===== config.mk =====
export PLATFORM = sky130hd
export DESIGN_NAME = wdog_dual_reset
export DESIGN_NICKNAME = d
export VERILOG_FILES = /design/src/rtl/wdog_pkg.sv /design/src/rtl/wdog_regs.sv /design/src/rtl/wdog_core.sv /design/src/rtl/wdog_pulse.sv /design/src/rtl/wdog_sticky.sv /design/src/rtl/wdog_dual_reset.sv
export SDC_FILE = /design/constraint.sdc
export NUM_CORES = 1
export LEC_CHECK = 0
export BUFFER_PORTS_ARGS = -buffer_cell sky130_fd_sc_hd__buf_2
export CORE_MARGIN = 2
export CORE_UTILIZATION = 40
export CTS_CLUSTER_DIAMETER = 80
export DETAILED_ROUTE_END_ITERATION = 6
export HOLD_SLACK_MARGIN = 0.02
export PLACE_DENSITY_LB_ADDON = 0.08
export RECOVER_POWER = 25
export SLEW_MARGIN = 20
export SYNTH_ARGS = -nofsm -noshare
export SYNTH_HDL_FRONTEND = slang
export SYNTH_SLANG_ARGS = --single-unit

===== constraint.sdc =====
create_clock -name clk -period 2.5 [get_ports clk]
set_clock_uncertainty 0.05 [all_clocks]
set_input_delay 0.125 -clock clk [delete_from_list [all_inputs] [get_ports clk]]
set_output_delay 0.125 -clock clk [all_outputs]
set_load 0.05 [all_outputs]

===== src/rtl/wdog_pkg.sv =====
package wdog_pkg;
    localparam int ADDR_W = 3;
    localparam logic [ADDR_W-1:0] A_CTRL   = 3'd0;
    localparam logic [ADDR_W-1:0] A_MATCH  = 3'd1;
    localparam logic [ADDR_W-1:0] A_PULSE  = 3'd2;
    localparam logic [ADDR_W-1:0] A_KEY    = 3'd3;
    localparam logic [ADDR_W-1:0] A_COUNT  = 3'd4;
    localparam logic [ADDR_W-1:0] A_STATUS = 3'd5;
    localparam logic [7:0] KEY_ARM  = 8'hAA;
    localparam logic [7:0] KEY_FIRE = 8'h55;

    typedef struct packed {
        logic ext_en;
        logic int_en;
        logic wd_mode;
        logic run;
    } ctrl_t;
endpackage


===== src/rtl/wdog_regs.sv =====
module wdog_regs
    import wdog_pkg::*;
#(
    parameter int CNT_W = 32,
    parameter int PW_W  = 16
) (
    input  logic              clk,
    input  logic              rst_n,
    input  logic              wr_en,
    input  logic [ADDR_W-1:0] addr,
    input  logic [CNT_W-1:0]  wdata,
    input  logic [CNT_W-1:0]  count_i,
    input  logic              irq_i,
    input  logic              rflag_i,
    output ctrl_t             ctrl_o,
    output logic [CNT_W-1:0]  match_o,
    output logic [PW_W-1:0]   pw_o,
    output logic              reload_o,
    output logic              irq_clr_o,
    output logic              rflag_clr_o,
    output logic [CNT_W-1:0]  rdata_o
);
    localparam logic [CNT_W-1:0] ARM_W  = {{(CNT_W-8){1'b0}}, KEY_ARM};
    localparam logic [CNT_W-1:0] FIRE_W = {{(CNT_W-8){1'b0}}, KEY_FIRE};

    typedef struct packed {
        ctrl_t             ctrl;
        logic [CNT_W-1:0]  match;
        logic [PW_W-1:0]   pw;
        logic              armed;
    } regs_t;

    regs_t s_d, s_q;

    always_comb begin
        s_d         = s_q;
        reload_o    = 1'b0;
        irq_clr_o   = 1'b0;
        rflag_clr_o = 1'b0;
        if (wr_en) begin
            s_d.armed = 1'b0;
            case (addr)
                A_CTRL:   s_d.ctrl  = ctrl_t'(wdata[3:0]);
                A_MATCH:  s_d.match = wdata;
                A_PULSE:  s_d.pw    = wdata[PW_W-1:0];
                A_KEY: begin
                    if (wdata == ARM_W)
                        s_d.armed = 1'b1;
                    else if (wdata == FIRE_W && s_q.armed)
                        reload_o = 1'b1;
                end
                A_STATUS: begin
                    irq_clr_o   = wdata[0];
                    rflag_clr_o = wdata[1];
                end
                default: ;
            endcase
        end
    end

    always_comb begin
        case (addr)
            A_CTRL:   rdata_o = {{(CNT_W-4){1'b0}}, s_q.ctrl};
            A_MATCH:  rdata_o = s_q.match;
            A_PULSE:  rdata_o = {{(CNT_W-PW_W){1'b0}}, s_q.pw};
            A_COUNT:  rdata_o = count_i;
            A_STATUS: rdata_o = {{(CNT_W-2){1'b0}}, rflag_i, irq_i};
            default:  rdata_o = '0;
        endcase
    end

    always_ff @(posedge clk or negedge rst_n) begin
        if (!rst_n) begin
            s_q.ctrl  <= '0;
            s_q.match <= '1;
            s_q.pw    <= '0;
            s_q.armed <= 1'b0;
        end else begin
            s_q <= s_d;
        end
    end

    assign ctrl_o  = s_q.ctrl;
    assign match_o = s_q.match;
    assign pw_o    = s_q.pw;


    key_consumed_chk: assert property (@(posedge clk) disable iff (!rst_n)
        reload_o |=> !s_q.armed);
endmodule


===== src/rtl/wdog_core.sv =====
module wdog_core
    import wdog_pkg::*;
#(
    parameter int CNT_W = 32
) (
    input  logic             clk,
    input  logic             rst_n,
    input  ctrl_t            ctrl_i,
    input  logic [CNT_W-1:0] match_i,
    input  logic             halt_i,
    input  logic             reload_i,
    input  logic             irq_clr_i,
    output logic [CNT_W-1:0] count_o,
    output logic             fired_o,
    output logic             fire_evt_o,
    output logic             irq_o
);
    typedef struct packed {
        logic [CNT_W-1:0] count;
        logic             fired;
        logic             irq;
    } core_t;

    core_t s_d, s_q;
    logic  tick, hit;

    always_comb begin
        s_d        = s_q;
        tick       = ctrl_i.run && !halt_i && !s_q.fired;
        hit        = tick && (s_q.count == match_i);
        fire_evt_o = hit && ctrl_i.wd_mode && !reload_i;
        if (reload_i)
            s_d.count = '0;
        else if (tick && !fire_evt_o)
            s_d.count = s_q.count + 1'b1;
        if (fire_evt_o)
            s_d.fired = 1'b1;
        if (irq_clr_i)
            s_d.irq = 1'b0;
        if (hit && !ctrl_i.wd_mode)
            s_d.irq = 1'b1;
    end

    always_ff @(posedge clk or negedge rst_n) begin
        if (!rst_n) s_q <= '0;
        else        s_q <= s_d;
    end

    assign count_o = s_q.count;
    assign fired_o = s_q.fired;
    assign irq_o   = s_q.irq;


    halt_freeze_chk: assert property (@(posedge clk) disable iff (!rst_n)
        (halt_i && !reload_i) |=> $stable(s_q.count));

    fired_hold_chk: assert property (@(posedge clk) disable iff (!rst_n)
        s_q.fired |=> s_q.fired);

    fired_freeze_chk: assert property (@(posedge clk) disable iff (!rst_n)
        (s_q.fired && !reload_i) |=> $stable(s_q.count));
endmodule


===== src/rtl/wdog_pulse.sv =====
module wdog_pulse #(
    parameter int PW_W = 16
) (
    input  logic            clk,
    input  logic            rst_n,
    input  logic            load_i,
    input  logic [PW_W-1:0] width_i,
    output logic            active_o
);
    typedef struct packed {
        logic [PW_W-1:0] left;
    } pulse_t;

    pulse_t s_d, s_q;

    always_comb begin
        s_d = s_q;
        if (load_i)
            s_d.left = width_i;
        else if (s_q.left != '0)
            s_d.left = s_q.left - 1'b1;
    end

    always_ff @(posedge clk or negedge rst_n) begin
        if (!rst_n) s_q <= '0;
        else        s_q <= s_d;
    end

    assign active_o = (s_q.left != '0);


    pulse_start_chk: assert property (@(posedge clk) disable iff (!rst_n)
        $rose(active_o) |-> $past(load_i));
endmodule


===== src/rtl/wdog_sticky.sv =====
module wdog_sticky (
    input  logic clk,
    input  logic por_n,
    input  logic set_i,
    input  logic clr_i,
    output logic flag_o
);
    typedef struct packed {
        logic flag;
    } sticky_t;

    sticky_t s_d, s_q;

    always_comb begin
        s_d = s_q;
        if (clr_i) s_d.flag = 1'b0;
        if (set_i) s_d.flag = 1'b1;
    end

    always_ff @(posedge clk or negedge por_n) begin
        if (!por_n) s_q <= '0;
        else        s_q <= s_d;
    end

    assign flag_o = s_q.flag;


    flag_set_chk: assert property (@(posedge clk) disable iff (!por_n)
        set_i |=> flag_o);

    flag_keep_chk: assert property (@(posedge clk) disable iff (!por_n)
        (flag_o && !clr_i) |=> flag_o);
endmodule


===== src/rtl/wdog_dual_reset.sv =====
module wdog_dual_reset
    import wdog_pkg::*;
#(
    parameter int CNT_W = 32,
    parameter int PW_W  = 16
) (
    input  logic              clk,
    input  logic              rst_n,
    input  logic              por_n,
    input  logic              dbg_halt,
    input  logic              wr_en,
    input  logic [ADDR_W-1:0] addr,
    input  logic [CNT_W-1:0]  wdata,
    output logic [CNT_W-1:0]  rdata,
    output logic              match_n,
    output logic              int_rst_n,
    output logic              ext_rst_n,
    output logic              tmr_irq
);
    ctrl_t            ctrl;
    logic [CNT_W-1:0] match_v, count_v;
    logic [PW_W-1:0]  pw;
    logic             reload, irq_clr, rflag_clr, rflag;
    logic             fired, fire_evt, irq, pulse_on;
    logic             pulse_load, rflag_set;

    wdog_regs #(.CNT_W(CNT_W), .PW_W(PW_W)) u_regs (
        .clk(clk), .rst_n(rst_n), .wr_en(wr_en), .addr(addr), .wdata(wdata),
        .count_i(count_v), .irq_i(irq), .rflag_i(rflag),
        .ctrl_o(ctrl), .match_o(match_v), .pw_o(pw), .reload_o(reload),
        .irq_clr_o(irq_clr), .rflag_clr_o(rflag_clr), .rdata_o(rdata)
    );

    wdog_core #(.CNT_W(CNT_W)) u_core (
        .clk(clk), .rst_n(rst_n), .ctrl_i(ctrl), .match_i(match_v),
        .halt_i(dbg_halt), .reload_i(reload), .irq_clr_i(irq_clr),
        .count_o(count_v), .fired_o(fired), .fire_evt_o(fire_evt), .irq_o(irq)
    );

    assign pulse_load = fire_evt && ctrl.ext_en;
    assign rflag_set  = fire_evt && (ctrl.int_en || ctrl.ext_en);

    wdog_pulse #(.PW_W(PW_W)) u_pulse (
        .clk(clk), .rst_n(rst_n), .load_i(pulse_load), .width_i(pw),
        .active_o(pulse_on)
    );

    wdog_sticky u_sticky (
        .clk(clk), .por_n(por_n), .set_i(rflag_set), .clr_i(rflag_clr),
        .flag_o(rflag)
    );

    assign match_n   = !fired;
    assign ext_rst_n = !pulse_on;
    assign int_rst_n = !((fired && ctrl.int_en) || pulse_on);
    assign tmr_irq   = irq;


    ext_implies_int_chk: assert property (@(posedge clk) disable iff (!rst_n)
        !ext_rst_n |-> !int_rst_n);

    timer_quiet_chk: assert property (@(posedge clk) disable iff (!rst_n)
        (!ctrl.wd_mode && !fired) |=> (ext_rst_n || !$stable(ctrl)));
endmodule


==> results of run 1 <==
sequential cells by signal (all words and copies together) (netlist names):
register,cells
u_core.irq_o,1
u_regs.ctrl_o,4
u_core.fired_o,1
u_core.count_o,32
u_regs.pw_o,16
u_regs.match_o,32
u_pulse.s_q,16
u_regs.s_q,1
u_sticky.flag_o,1
final cells by class:
class | count | area share, %
Clock buffer | 10 | 3.30
Clock inverter | 6 | 0.726
Inverter | 12 | 0.594
Multi-Input combinational cell | 461 | 43.4
Sequential cell | 104 | 34.8
Tap cell | 188 | 3.10
Timing Repair Buffer | 158 | 14.1
power groups by stage:
stage / logic, mW / clock network (mW) / registers, mW
final: 0.801 / 1.47 / 2.18
after global routing: 0.856 / 1.57 / 2.21
after CTS: 0.794 / 1.51 / 2.19
after detailed placement: 0.758 / 0 / 2.22
after global placement: 0.749 / 0 / 2.21
after floorplan: 0.520 / 0 / 2.10
worst paths after layout:
check	to	slack [ns]	cells past startpoint	start
max	u_pulse.s_q[15]	0.12	6	u_core.count_o[18]
min	u_regs.match_o[3]	0.04	2	wdata[3]
max reg2reg	u_pulse.s_q[15]	0.12	6	u_core.count_o[18]
min reg2reg	u_core.irq_o	0.46	2	u_core.irq_o
max in group asynchronous	u_regs.match_o[1]	0.89	3	rst_n
min in group asynchronous	u_pulse.s_q[5]	0.45	2	rst_n
routing by layer:
| metal | GRT usage (%) | routed length (um) |
|---|---|---|
| met2 | 40.1 | 9340 |
| met3 | 5.68 | 1160 |
| met1 | 35.3 | 9290 |
| met5 | 0 | 0 |
| met4 | 6.85 | 366 |
metrics by stage:
stage / worst slack [ns] / total power [mW] / hold WS (ns) / cell area [um2]
after global placement: 0.168 / 2.96 / -0.150 / 6960
after floorplan: 0.113 / 2.62 / -0.221 / 6140
after CTS: 0.0155 / 4.49 / 0.0256 / 7550
after global routing: 0.00957 / 4.64 / 0.0317 / 7580
final: 0.121 / 4.46 / 0.0381 / 7580
after detailed placement: 0.142 / 2.98 / -0.148 / 6960
what timing repair did:
item,in CTS,in global routing
buffers inserted,0,1
hold buffers,28,0
pin swaps,0,2
endpoints found under the hold margin,55,0
gates resized for setup,1,10
setup endpoints to repair,1,30
Yosys cell counts (all sizes together) (3+ instances only):
master / number
ha: 3
mux2i: 6
nand4: 22
and2: 5
a22o: 16
inv: 12
nor2: 10
a22oi: 14
nor4: 21
o21ai: 40
o211ai: 4
xnor2: 38
clkbuf: 27
dfrtp: 72
nor3: 8
nand3: 34
nand2b: 4
xor2: 6
dfstp: 32
nor4b: 7
mux2: 56
a21oi: 29
buf: 20
or3: 14
nor2b: 7
or4: 22
o31ai: 17
nand2: 55
and3: 5
logic make-up after synthesis:
family	after synthesis
DFF	104
AOI/OAI and AO/OA	126
adders and majority gates	3
buffers and inverters	59
xor gates and xnor gates	44
and+or+nand+nor	226
muxes	62
==> impl_metrics.tcl, run 1 <==
set metrics [dict create \
    outcome "complete, no violations" \
    num_vias 5518 \
    fp.dieH_um 128 \
    cpPeakStageDelay_ns 0.48 \
    syn2layout_area_growth_pct 23.6 \
    dieArea_mm2 0.0163 \
    timing.fmax_mhz 420 \
    chipWidth_um 128 \
    cts_tree "built" \
    synth-simple-area-share_pct 21.4 \
    grt_start_max_net_pins 60 \
    crit_fanout 8 \
    drive_gt1_share_pct 32.9 \
    synthArstFlopShare_pct 100 \
    diodes 0 \
    routed_wl_um 20200 \
    ff_latch_area_mm2 0.00264 \
    synth_area_mm2 0.00614 \
    grt_first_pass_wirelength_um 31500 \
    num_rows 45 \
    crit_slowest_cell "dfrtp_1" \
    grt_pass1_vias 5535 \
    hold_viol 0 \
    synthCells 624 \
    drv_cap 0 \
    cp_num_buf_inv 0 \
    ir_worst_vdd_uv 352 \
    fin_util_pct 50.3 \
    fin_setup_tns_ns 0 \
    end_kind "flop" \
    synth-seq-cells 104 \
    slew_viol_final 0 \
    criticalPathCategory "flop to flop" \
    synth_edf_count 0 \
    seq_area_frac_synth_pct 43.1 \
    nFillCells 1407 \
    clkPwrFrac_pct 33.0 \
    drtIter0Drc 440 \
    synth_nets 667 \
    syn_area_per_cell_um2 9.84 \
    setup_violations 0 \
    first_pass_iters 5 \
    period_share_pct 95.2 \
    cts_buffers 9 \
    initial_core_util_pct 40.7 \
    period_needed_ns 2.38 \
    cp_cell_sequence "xnor2_1, nand4_1, nor4_2, and4_4, and2_1, mux2_2" \
    cp.required_ns 2.70 \
    cts_max_level 3 \
    port_buffers 75 \
    grt.total_usage_pct 25.4 \
    muxShareOfSynthArea_pct 11.3 \
    post-place-cells 894 \
    switching_share_pct 31.0 \
    rsz0062_at_grt "false" \
    yosys.cell_types.count 53 \
    via_per_inst 5.88 \
    design.core.area_mm2 0.0151 \
    cts_buffer_depth 2 \
    fin_cells 939 \
    clk_pin_slew_worst_paths_ns 0.08 \
    antenna_left 0 \
    yosys_warnings 0 \
    numClockSinks 104 \
    multi_input_area_mm2 0.00329 \
    dp_hpwl_um 15000 \
    synth-compound-area-share_pct 13.0 \
    synthAdderAreaFrac_pct 0.612 \
    p_leak_nw 3.07 \
    cp_top_family "simple AND/OR/NAND/NOR gates" \
    synth_xor_xnor_area_share_pct 6.28 \
    wl_per_cell_um 21.5 \
    worst_pin_slew_ns 1.08 \
    drc 0 \
    overflow 0 \
    nets 789 \
    globalplace.congestion 0.918 \
    relSlewSlack_pct 27.9 \
    startpoint_type "flop" \
    worstSkewPairLatency_ns 0.36 \
    yosys-top-cells-area "dfrtp_1, dfstp_2, mux2_2, xnor2_1, nand2_1" \
    synth_top_family_by_area "simple AND/OR/NAND/NOR gates" \
    antenna_found_initial 0 \
    yosysTopAreaCell "dfrtp_1" \
    holdCritPathClass "primary input to flop" \
    worstPathArrival_ns 2.57 \
    synth.top_cell.area_share_pct 29.4 \
    seqPwrFrac_pct 49.0 \
    p_int_mw 3.08 \
    ioPinCount 76 \
    power_per_cell_area_mw_per_mm2 588 \
    layout_common_cells "buf_2, dfrtp_1, mux2_2" \
    synth-main-ff-cell "dfrtp_1" \
    p_sw_mw 1.38 \
    cts_root_buf "clkbuf_16" \
    combPwrFrac_pct 18.0 \
]
No activity file was read; power rests on OpenSTA's default activity.
==> run 2: changes to the inputs <==
--- a/config.mk
+++ b/config.mk
@@ -6,8 +6,10 @@
 export NUM_CORES = 1
 export LEC_CHECK = 0
 export BUFFER_PORTS_ARGS = -buffer_cell sky130_fd_sc_hd__buf_2
+export CELL_PAD_IN_SITES_DETAIL_PLACEMENT = 2
+export CELL_PAD_IN_SITES_GLOBAL_PLACEMENT = 2
 export CORE_MARGIN = 2
-export CORE_UTILIZATION = 40
+export CORE_UTILIZATION = 37
 export CTS_CLUSTER_DIAMETER = 80
 export DETAILED_ROUTE_END_ITERATION = 6
 export HOLD_SLACK_MARGIN = 0.02
==> impl_metrics.tcl, run 2 (synthesis gave the netlist of run 1 again) <==
set metrics [dict create \
    outcome "complete, no violations" \
    nFillCells 1714 \
    diodes 0 \
    dp_hpwl_um 18100 \
    grt_first_pass_wirelength_um 39000 \
    worstSkewPairLatency_ns 0.37 \
    holdCritPathClass "primary input to flop" \
    fp.dieH_um 133 \
    cts_tree "built" \
    p_leak_nw 3.13 \
    port_buffers 75 \
    wl_per_cell_um 25.6 \
    design.core.area_mm2 0.0164 \
    cp-startpoint "wdata[22]" \
    setup_violations 0 \
    hold_end "u_regs.pw_o[14]" \
    globalplace.congestion 0.868 \
    startpoint_type "primary input" \
    relSlewSlack_pct 22.3 \
    cp_num_buf_inv 3 \
    clk_pin_slew_worst_paths_ns 0.08 \
    rr_worst_depth 7 \
    crit_fanout 59 \
    cp.required_ns 2.75 \
    end_kind "flop" \
    grt.total_usage_pct 29.2 \
    cts_root_buf "clkbuf_16" \
    final_common_cell "buf_2" \
    worstHoldStart "wdata[14]" \
    overflow 0 \
    power.total_mw 4.48 \
    antenna_found_initial 0 \
    first_pass_iters 4 \
    period_share_pct 98.2 \
    grt_start_max_net_pins 60 \
    initial_core_util_pct 37.4 \
    power_per_cell_area_mw_per_mm2 577 \
    ioPinCount 76 \
    period_needed_ns 2.45 \
    criticalPathCategory "primary input to flop" \
    worst_pin_slew_ns 1.17 \
    hold_viol 0 \
    syn2layout_area_growth_pct 26.5 \
    cp_top_family "simple AND/OR/NAND/NOR gates" \
    reg2reg_from "u_regs.match_o[18]" \
    slew_viol_final 0 \
    ff2ff_setup_slack_ns 0.11 \
    cts_max_level 3 \
    chipWidth_um 133 \
    routed_wl_um 25100 \
    timing.fmax_mhz 407 \
    dieArea_mm2 0.0176 \
    hold_depth 2 \
    via_per_inst 5.86 \
    num_rows 47 \
    rr_endpoint "u_core.count_o[26]" \
    fin_util_pct 47.3 \
    drive_gt1_share_pct 36.2 \
    crit_slowest_cell "dlygate4sd3_1" \
    cts_buffer_depth 2 \
    antenna_left 0 \
    ir_worst_vdd_uv 359 \
    drc 0 \
    drtIter0Drc 236 \
    nets 797 \
    numClockSinks 104 \
    drv_cap 0 \
    layout_common_cells "buf_2, dfrtp_1, buf_4" \
    cp_cell_sequence "dlygate4sd3_1, buf_2, nor4_2, and3_2, nand3_2, and4_4, buf_16, or4_1, a21oi_2" \
    worstPathArrival_ns 2.70 \
    cpPeakStageDelay_ns 0.57 \
    num_vias 5740 \
    cts_buffers 9 \
    grt_pass1_vias 6326 \
]
[run 2: power by group]
part	switching [mW]	internal (mW)	leakage, nW
clock network	0.740	0.697	0.139
registers	0.239	1.96	1.24
logic	0.480	0.368	1.75
total	1.46	3.02	3.13
[run 2: final cells by class]
cell class / count / area [um2] / area share [%]
Sequential cell: 104 / 2640 / 34.0
Clock inverter: 7 / 62.6 / 0.806
Tap cell: 220 / 275 / 3.55
Clock buffer: 9 / 225 / 2.90
Multi-Input combinational cell: 461 / 3360 / 43.3
Inverter: 12 / 45.0 / 0.580
Timing Repair Buffer: 166 / 1150 / 14.8
[run 2: per-stage QoR]
step / area, um2 / instances / setup TNS (ns) / hold slack, ns / setup slack [ns]
6_report: 7760 / 979 / 0 / 0.0468 / 0.0457
5_1_grt: 7760 / 979 / -0.0498 / 0.0434 / -0.0170
4_1_cts: 7630 / 976 / 0 / 0.0230 / 0.0119
3_5_place_dp: 7060 / 932 / 0 / -0.149 / 0.0648
3_3_place_gp: 7060 / 932 / 0 / -0.150 / 0.186
2_1_floorplan: 6140 / 624 / 0 / -0.221 / 0.113
[run 2: repair_timing]
action,in CTS,in global routing
resized for setup,2,26
gates cloned,0,0
endpoints found under the setup margin,1,41
endpoints found under the hold margin,58,0
setup buffers,0,3
hold buffers,28,0
pin swaps,0,5
[run 2: per-layer routing]
metal  vias up  routed length [um]  global-route usage (%)
met5         -                   0                       0
met2       158               12400                    49.0
met1      2960               11000                    39.0
met3        42                 872                    3.60
li1       2580                   -                       -
met4         0                 685                    9.98
[run 2: how the worst max path moves through the flow]
| stage | end | cells past startpoint |
|---|---|---|
| after floorplan | rdata[10] | 5 |
| after global placement | u_pulse.s_q[1] | 6 |
| after detailed placement | u_pulse.s_q[1] | 6 |
| after CTS | u_core.count_o[19] | 9 |
| after global routing | u_core.count_o[9] | 9 |
| final | u_core.count_o[25] | 9 |
